### src/rtl/sidecar_pkg.sv
package sidecar_pkg;

  typedef enum logic [1:0] {
    PERM_NONE = 2'd0,
    PERM_RO   = 2'd1,
    PERM_RW   = 2'd2,
    PERM_XR   = 2'd3
  } perm_e;

  typedef enum logic [1:0] {
    ACC_READ  = 2'd0,
    ACC_WRITE = 2'd1,
    ACC_FETCH = 2'd2,
    ACC_RSVD  = 2'd3
  } acc_e;

  typedef enum logic {
    ST_IDLE = 1'b0,
    ST_WAIT = 1'b1
  } chk_state_e;

endpackage

### src/rtl/sc_miss_ctrl.sv
module sc_miss_ctrl
  import sidecar_pkg::*;
#(
  parameter int NREG = 8,
  parameter int AW   = 32,
  parameter int CW   = 16,
  localparam int IW  = $clog2(NREG)
) (
  input  logic          clk,
  input  logic          rst_n,
  input  logic          req_valid,
  input  logic [IW-1:0] req_idx,
  input  logic [AW-1:0] req_addr,
  input  acc_e          req_kind,
  input  logic          sc_hit,
  input  logic          sc_allow,
  input  logic          rsp_valid,
  input  logic          rsp_allow,
  output acc_e          pend_kind,
  output logic          fill_en,
  output logic [IW-1:0] fill_idx,
  output logic          lkp_valid,
  output logic [AW-1:0] lkp_addr,
  output logic          busy,
  output logic          done,
  output logic          fault,
  output logic [CW-1:0] hit_cnt,
  output logic [CW-1:0] miss_cnt
);

  chk_state_e    st_q, st_d;
  logic [AW-1:0] addr_q;
  logic [IW-1:0] idx_q;
  acc_e          kind_q;
  logic          done_q, done_d, fault_q, fault_d;
  logic [CW-1:0] hit_q, miss_q;
  logic          accept, take_hit, take_miss, rsp_take;

  assign accept    = req_valid && (st_q == ST_IDLE);
  assign take_hit  = accept && sc_hit;
  assign take_miss = accept && !sc_hit;
  assign rsp_take  = (st_q == ST_WAIT) && rsp_valid;

  always_comb begin
    st_d    = st_q;
    done_d  = 1'b0;
    fault_d = 1'b0;
    if (take_hit) begin
      done_d  = 1'b1;
      fault_d = !sc_allow;
    end else if (take_miss) begin
      st_d = ST_WAIT;
    end else if (rsp_take) begin
      st_d    = ST_IDLE;
      done_d  = 1'b1;
      fault_d = !rsp_allow;
    end
  end

  always_ff @(posedge clk or negedge rst_n) begin
    if (!rst_n) begin
      st_q    <= ST_IDLE;
      done_q  <= 1'b0;
      fault_q <= 1'b0;
      hit_q   <= '0;
      miss_q  <= '0;
    end else begin
      st_q    <= st_d;
      done_q  <= done_d;
      fault_q <= fault_d;
      if (take_hit)  hit_q  <= hit_q + {{(CW-1){1'b0}}, 1'b1};
      if (take_miss) miss_q <= miss_q + {{(CW-1){1'b0}}, 1'b1};
    end
  end

  always_ff @(posedge clk) begin
    if (take_miss) begin
      addr_q <= req_addr;
      idx_q  <= req_idx;
      kind_q <= req_kind;
    end
  end

  assign pend_kind = kind_q;
  assign fill_en   = rsp_take;
  assign fill_idx  = idx_q;
  assign lkp_valid = (st_q == ST_WAIT);
  assign busy      = (st_q == ST_WAIT);
  assign lkp_addr  = addr_q;
  assign done      = done_q;
  assign fault     = fault_q;
  assign hit_cnt   = hit_q;
  assign miss_cnt  = miss_q;

  a_r2_hit_no_lookup: assert property (@(posedge clk) disable iff (!rst_n)
    (req_valid && !busy && sc_hit) |=> (done && !lkp_valid));

  a_r6_hold_request: assert property (@(posedge clk) disable iff (!rst_n)
    (lkp_valid && !rsp_valid) |=> (lkp_valid && $stable(lkp_addr) && $stable(miss_cnt) && $stable(hit_cnt)));

  a_r7_done_after_rsp: assert property (@(posedge clk) disable iff (!rst_n)
    (lkp_valid && rsp_valid) |=> (done && !busy));

  a_r7_done_when_idle: assert property (@(posedge clk) disable iff (!rst_n)
    done |-> !busy);

  a_r9_hit_step: assert property (@(posedge clk) disable iff (!rst_n)
    !$stable(hit_cnt) |-> (hit_cnt == $past(hit_cnt) + 1'b1) && $stable(miss_cnt));

  a_r9_miss_step: assert property (@(posedge clk) disable iff (!rst_n)
    !$stable(miss_cnt) |-> (miss_cnt == $past(miss_cnt) + 1'b1) && lkp_valid);

endmodule

### config.mk
export PLATFORM = sky130hd
export DESIGN_NAME = sc_miss_ctrl
export DESIGN_NICKNAME = d
export VERILOG_FILES = /design/src/rtl/sidecar_pkg.sv /design/src/rtl/sc_miss_ctrl.sv
export SDC_FILE = /design/constraint.sdc
export NUM_CORES = 1
export LEC_CHECK = 0
export BUFFER_PORTS_ARGS = -buffer_cell sky130_fd_sc_hd__buf_2
export CAP_MARGIN = 20
export CELL_PAD_IN_SITES_DETAIL_PLACEMENT = 0
export CELL_PAD_IN_SITES_GLOBAL_PLACEMENT = 1
export CORE_ASPECT_RATIO = 1.4
export CORE_UTILIZATION = 30
export DETAILED_ROUTE_END_ITERATION = 8
export PLACE_DENSITY = 0.75
export RECOVER_POWER = 100
export SYNTH_ARGS = -nofsm -noshare
export SYNTH_HDL_FRONTEND = slang
export SYNTH_SLANG_ARGS = --single-unit
export TNS_END_PERCENT = 30
### constraint.sdc
create_clock -name clk -period 3.07 [get_ports clk]
set_input_delay 0.4605 -clock clk [delete_from_list [all_inputs] [get_ports clk]]
set_output_delay 0.4605 -clock clk [all_outputs]
set_load 0.03 [all_outputs]
# After elaboration in Yosys (flattened, before gate mapping)
# Index checks and enable logic that the tools add are counted.
# word_totals
register_bits,72
inputBits,44
output_inout_bits,74
word_cells,29
# op_classes
addsub,2
mux,8
n_bitwise,2
n_reduce_logical,9
# ops
op,count
16-bit by 1-bit adder with 16-bit output (second input constant),2
1-bit two-way mux,8
1-bit logical AND,4
1-bit zero test,3
1-bit inverter,2
2-bit AND reduction,1
2-bit nonzero test,1

# Logic depth before layout (Yosys ltp)
# Gate-level depths: netlist of run 1.
# logic_depth
word_depth,5
depth_mapped,5
depth_no_buf,5

# Worst setup path after synthesis of run 1
# OpenSTA, ideal clock, no wires.
# synth_timing
path_type,register to register
from,"reg st_q, in the netlist busy"
to,"reg miss_q[11], in the netlist miss_cnt[11]"
setup_time_ps,81
arrival_ps,2513
required_time_ps,2989
slack_ps,476
path_stages_with_launch,5
path_buffers,0
synth_period_minus_slack_ps,2594
path_cell_list,dfrtp_1 nor3b_4 nand4_1 nor3_2 xor2_1
# synth_between
elab_chain_cells,3
# synth_rtl
element,line,source
"start, declared",sc_miss_ctrl.sv:31,"chk_state_e st_q, st_d;"
"start signal, assigned",sc_miss_ctrl.sv:68,st_q <= st_d;
1-bit inverter,sc_miss_ctrl.sv:39,assign accept = req_valid && (st_q == ST_IDLE);
1-bit logical AND,sc_miss_ctrl.sv:39,
1-bit logical AND,sc_miss_ctrl.sv:41,assign take_miss = accept && !sc_hit;
named net take_miss,sc_miss_ctrl.sv:37,"logic accept, take_hit, take_miss, rsp_take;"
"end signal, assigned",sc_miss_ctrl.sv:72,"if (take_miss) miss_q <= miss_q + {{(CW-1){1'b0}}, 1'b1};"
"end, declared",sc_miss_ctrl.sv:36,"logic [CW-1:0] hit_q, miss_q;"
# The timed path passes the listed nets, and every way through them passes these cells.
# A chain may end at the register's enable or synchronous reset.

# Final worst setup path of run 1
# layout_timing
from,"reg st_q, in the netlist busy"
to,"reg miss_q[1], in the netlist miss_cnt[1]"
# The elaborated chain is that of the path after synthesis.

==> results of run 1 <==
## worst reg2reg max path: stages, from the launching register on
cell      delay [ns]
dfrtp_1         0.47
nor3b_4         0.41
clkbuf_2        0.79
mux2_2          0.43
## sequential cells by signal, indices dropped and copies added (netlist names)
register and cells:
done 1, lkp_addr 32, fill_idx 3, fault 1, hit_cnt 16, miss_cnt 16, pend_kind 2, busy 1
## metrics by stage
step / cell area, sq um / total power [mW] / hold slack, ns / setup WS (ns) / utilization (%)
2_1_floorplan: 2660 / 1.50 / 0.165 / 0.476 / -
4_1_cts: 3710 / 2.87 / 0.249 / 1.15 / 43.1
5_1_grt: 3600 / 2.92 / 0.298 / 0.707 / 41.8
3_3_place_gp: 3360 / 1.66 / 0.456 / 1.07 / 39.1
6_report: 3600 / 2.80 / 0.297 / 0.867 / 41.8
3_5_place_dp: 3360 / 1.67 / 0.457 / 1.03 / 39.1
## cells in the final DEF, fill, tap and decap left out, drive strengths merged, types with 5 or more instances in the layout
cell type / count
and3: 5
buf: 39
clkbuf: 89
dfrtp: 35
edfxtp: 37
nand2: 20
nand3: 9
nand4: 5
nor2: 7
xnor2: 24
xor2: 6
## power by group
group | leakage, nW | internal [mW] | total [mW] | switching, mW
clock | 0.161 | 0.810 | 1.18 | 0.374
combinational | 0.512 | 0.116 | 0.415 | 0.299
sequential | 0.808 | 1.11 | 1.20 | 0.0887
total | 1.48 | 2.04 | 2.80 | 0.762
## routing by layer
metal,wire length (um),vias to the layer above
met4,153,0
met2,2560,86
met3,565,12
met1,2200,858
li1,-,852
met5,0,-
## kinds of logic after synthesis
group	Yosys count	share of synthesized area, %
muxes	1	0.424
adders and majority gates	2	0.941
buffers and inverters	5	1.13
AOI/OAI and AO/OA	2	0.565
DFF	72	74.8
and+or+nand+nor	59	12.3
xor gates and xnor gates	30	9.89
## worst max-delay path by stage
stage / endpoint
after floorplan: miss_cnt[11]
after global placement: miss_cnt[1]
after detailed placement: miss_cnt[1]
after CTS: miss_cnt[1]
after global routing: miss_cnt[1]
final: miss_cnt[1]
## final cells by class
type | count | area share, %
Sequential cell | 72 | 55.2
Multi-Input combinational cell | 94 | 17.6
Timing Repair Buffer | 118 | 13.7
Clock buffer | 10 | 6.63
Tap cell | 105 | 3.65
Clock inverter | 5 | 2.92
Inverter | 3 | 0.313
==> results_dict.tcl, run 1 <==
set metrics [dict create \
    outcome "finished, violations left" \
    violations "capacitance limit, slew limit" \
    critPathLaunchType "register" \
    busiest_layer "met2" \
    routedWlPerCell_um 13.5 \
    hold_start "sc_allow" \
    min_to "fault" \
    finalNonFillerCells 407 \
    worstMarginPinSlew_ns 1.90 \
    regToRegSetupSlack_ns 0.87 \
    final-seq-area_sq_mm 0.00199 \
    multi_input_area_sq_um 636 \
    r2r_end "miss_cnt[1]" \
    vias 1808 \
    ys_async_sr_fraction_pct 48.6 \
    rsz0062_at_grt "false" \
    htree_levels 3 \
    nets 344 \
    drv_slew 36 \
    io_pins 118 \
    grt_overflow 0 \
    path_buf_inv 1 \
    period_needed_ns 2.20 \
    clk_pin_slew_worst_paths_ns 0.06 \
    setup_viol 0 \
    cp_slowest_stage_delay_ns 0.78 \
    drt-vias-per-instance 4.44 \
    die_x_um 81.5 \
    min_path_type "in2reg" \
    worst_ep_required_time_ns 3.28 \
    synth_most_common_cell "edfxtp_1" \
    synth.avg_cell_area_sq_um 15.5 \
    endpoint_kind "register" \
    yosysTopAreaCellShare_pct 41.8 \
    drt-total-wl_um 5490 \
    initial_core_util_pct 30.9 \
    synthTopCellsByCount "edfxtp_1, dfrtp_1, xnor2_1" \
    postCtsHoldBufs 0 \
    ys_types 27 \
    use_met2_pct 19.8 \
    cts_setup_buffers 0 \
    yosys_register_bits 72 \
    path_class "reg2reg" \
    grtUsageTotal_pct 12.8 \
    grt_pass1_vias 1819 \
    drc 0 \
    synthesis.nets 217 \
    cp.arrival_ns 2.42 \
    die_area_sq_mm 0.00924 \
    clockBufferDepth 2 \
    drtIter0Drc 52 \
    hold_viol 0 \
    clkSinkCount 72 \
    r2r_cells 3 \
    synth.area.top_cells "edfxtp_1, dfrtp_1, xnor2_1" \
    cts_buffers 9 \
    yosys.area.top_type "edfxtp_1" \
    worstReg2RegStart "busy" \
    layout-drive-gt1-share_pct 20.5 \
    max_freq_ghz 0.454 \
    slew_headroom_pct -26.5 \
    met1_usage_pct 14.6 \
    cts_resized 0 \
    post-place-cells 392 \
    clkLatencyLatePin_ns 0.33 \
    grt_max_degree 40 \
    coreArea_sq_mm 0.00861 \
    ant_nets 0 \
    grt_pass1_wl_um 8520 \
    met3_usage_pct 3.87 \
    gp_congestion 0.722 \
    skew_ns 0.00390 \
    worstSetupPathDepth 3 \
    ys_seq_area_share_pct 74.8 \
    synth_edf_count 37 \
    maxCapViolations 1 \
    peakVddDrop_mv 0.373 \
    dr.pass1.iters 4 \
    min_delay_path_depth 2 \
    syn_to_final_growth_pct 35.5 \
    cp_slowest_cell "clkbuf_2" \
    grt_antenna_before_repair 0 \
    io_buffers 117 \
    leakagePower_nw 1.48 \
    cp-startpoint "busy" \
    yosys_warnings 0 \
    fin_crit_sh_pct 71.8 \
    cp_cell_sequence "nor3b_4, clkbuf_2, mux2_2" \
    rows 40 \
    fill_cells 871 \
    crit_path_max_fanout 39 \
    tns_ns 0 \
    syn_area_sq_mm 0.00266 \
    crit_family "buffers and inverters" \
    dp_hpwl_um 4030 \
    ys.flop_type "edfxtp_1" \
    cts_tree "built" \
    num_antenna_cells 0 \
    die_h_um 113 \
    powerDensity_mw_per_mm2 778 \
    syn_inst 171 \
    cts-root-buf "clkbuf_16" \
]
Power figures use the tool's default switching activity.
==> inputs of run 2 (changes only) <==
- ABC_AREA: unset -> 1
- clock period: 3.07 -> 2.2 ns (I/O delays scaled with it)
==> run 2 against run 1 <==
Against the previous run:
- the flow now finishes without violations
- largest cell class unchanged
- maximum frequency grew 27%
- largest power group unchanged
- highest routed layer unchanged
- clock power increased by 38%
- first-iteration DRC count up 5.8%
- combinational power up 48%
- power is 40% higher
- critical endpoint is now lkp_addr[2]
==> results_dict.tcl, run 2 <==
set metrics [dict create \
    power_switching_mw 1.11 \
    syn_area_sq_mm 0.00294 \
    grt_antenna_before_repair 0 \
    synth_most_common_cell "nand2_1" \
    min_path_type "in2async" \
    yosys_warnings 0 \
    clkLatencyLatePin_ns 0.33 \
    cp_slowest_stage_delay_ns 0.47 \
    ys_async_sr_fraction_pct 48.6 \
    critPathLaunchType "register" \
    synth_edf_count 37 \
    met1_usage_pct 15.8 \
    powerDensity_mw_per_mm2 1010 \
    met3_usage_pct 3.33 \
    coreArea_sq_mm 0.00951 \
    outcome "finished, final reports clean" \
    grt_pass1_vias 2167 \
    drt-total-wl_um 6400 \
    cts_setup_buffers 0 \
    synth.area.top_cells "edfxtp_1, dfrtp_1, nand2_1" \
    cts_resized 0 \
    busiest_layer "met2" \
    max_freq_ghz 0.577 \
    clk_pin_slew_worst_paths_ns 0.06 \
    switching_share_pct 28.3 \
    grt_max_degree 36 \
    drc 0 \
    yosysTopAreaCellShare_pct 37.7 \
    critPathMostFrequentCell "inv_1" \
    rows 42 \
    ys_seq_area_share_pct 67.5 \
    synth.avg_cell_area_sq_um 11.5 \
    cts-root-buf "clkbuf_16" \
    die_area_sq_mm 0.0102 \
    htree_levels 3 \
    p_comb_share_pct 15.7 \
    slew_headroom_pct 36.0 \
    drtIter0Drc 55 \
    hold_viol 0 \
    synthTopCellsByCount "nand2_1, edfxtp_1, dfrtp_1" \
    drt-vias-per-instance 4.20 \
    fill_cells 965 \
    final-seq-area_sq_mm 0.00199 \
    grt_overflow 0 \
    skew_ns 0.00524 \
    syn_to_final_growth_pct 31.8 \
    fin_crit_sh_pct 78.8 \
    p_clk_share_pct 41.5 \
    nets 429 \
    power.internal_mw 2.82 \
    syn_inst 255 \
    num_antenna_cells 0 \
    clockBufferDepth 2 \
    peakVddDrop_mv 0.384 \
    yosys_register_bits 72 \
    worstMarginPinSlew_ns 0.960 \
    die_h_um 119 \
    path_class "reg2reg" \
    drv_slew 0 \
    worst_ep_required_time_ns 2.23 \
    cp.arrival_ns 1.76 \
    multi_input_area_sq_um 758 \
    largest_reg_flops 32 \
    ys.flop_type "edfxtp_1" \
    maxCapViolations 0 \
    die_x_um 85.7 \
    endpoint_kind "register" \
    io_buffers 117 \
    r2r_cells 4 \
    crit_path_max_fanout 27 \
    power_frac_seq_pct 42.8 \
    ant_nets 0 \
    tns_ns 0 \
    io_pins 118 \
    totalPowerFinal_mw 3.93 \
    vias 2178 \
    cp_cell_sequence "inv_1, nand3_4, inv_1, buf_12" \
    rsz0062_at_grt "false" \
    cts_tree "built" \
    hold_slack_ns 0.143 \
    cp_slowest_cell "inv_1" \
    setup_viol 0 \
    mostFrequentLayoutCells "clkbuf_1, nand2_1, buf_2" \
    cts_buffers 9 \
    routedWlPerCell_um 12.3 \
    clkSinkCount 72 \
    synthesis.nets 301 \
    leakagePower_nw 1.68 \
    layout-drive-gt1-share_pct 16.0 \
    dp_hpwl_um 4830 \
    layout_commonest_cell "clkbuf_1" \
    grtUsageTotal_pct 13.2 \
    grt_pass1_wl_um 10300 \
    ys_types 26 \
    yosys.area.top_type "edfxtp_1" \
    period_needed_ns 1.73 \
    dr.pass1.iters 4 \
    initial_core_util_pct 31.0 \
    gp_congestion 0.797 \
    use_met2_pct 21.2 \
    postCtsHoldBufs 0 \
]
[run 2: cell count changes in the layout (fill, tap and decap cells not counted), sizes merged, moves of 3 or more]
| cell | change |
|---|---|
| inv | +28 |
| buf | +4 |
| nand3 | +7 |
| xnor2 | -13 |
| nand4 | +4 |
| nor2 | +25 |
| and3 | -5 |
| clkbuf | -4 |
| nand2 | +43 |
| and4 | -3 |
[run 2: critical path: cells and delay by family (launching register included)]
family / cells / cell delay, ns
flip-flops: 1 / 0.40
buffers and inverters: 3 / 0.88
AND/OR/NAND/NOR: 1 / 0.15
[run 2: path summary, 6_finish.rpt]
| kind | from | endpoint | slack [ns] |
|---|---|---|---|
| max reg2reg | busy | lkp_addr[2] | 0.47 |
| min reg2reg | miss_cnt[13] | miss_cnt[13] | 0.52 |
| min | rst_n | hit_cnt[4] | 0.14 |
| min in group clk | req_idx[1] | fill_idx[1] | 0.17 |
| max | busy | lkp_addr[2] | 0.47 |
| max in group asynchronous | rst_n | miss_cnt[2] | 1.45 |
[run 2: layout make-up]
cell class,count,share of cell area [%]
tap,132,4.26
multi-input combinational,150,19.5
inverter,32,3.13
clock buffer,10,5.90
clock inverter,5,2.74
sequential,72,51.2
timing repair buffer,118,13.2
[run 2: power groups by stage]
stage | registers (mW) | clock network (mW) | logic (mW)
final | 1.68 | 1.63 | 0.616
after global routing | 1.71 | 1.74 | 0.662
after CTS | 1.68 | 1.68 | 0.683
after detailed placement | 1.71 | 0 | 0.682
after global placement | 1.70 | 0 | 0.676
after floorplan | 1.94 | 0 | 0.192
[run 2: logic make-up after synthesis]
family | Yosys count | share of synthesized area, %
AND/OR/NAND/NOR | 125 | 20.9
flip-flops | 72 | 67.5
buffers and inverters | 33 | 4.38
XOR/XNOR | 19 | 5.65
AO/OA/AOI/OAI | 4 | 0.722
adder cells (fa/ha/maj) | 2 | 0.850
[run 2: through the flow]
step	cell area, sq um	cells	util [%]	setup WS, ns
3_3_place_gp	3710	504	39.0	0.623
6_report	3880	519	40.8	0.467
5_1_grt	3880	519	40.8	0.292
4_1_cts	4040	519	42.5	0.585
2_1_floorplan	2940	255	-	0.419
3_5_place_dp	3710	504	39.0	0.585
[run 2: per-layer routing]
metal,share of wire (%),wire [um]
met1,44,2790
met5,0,0
met3,5.6,356
met4,3.0,195
met2,48,3050
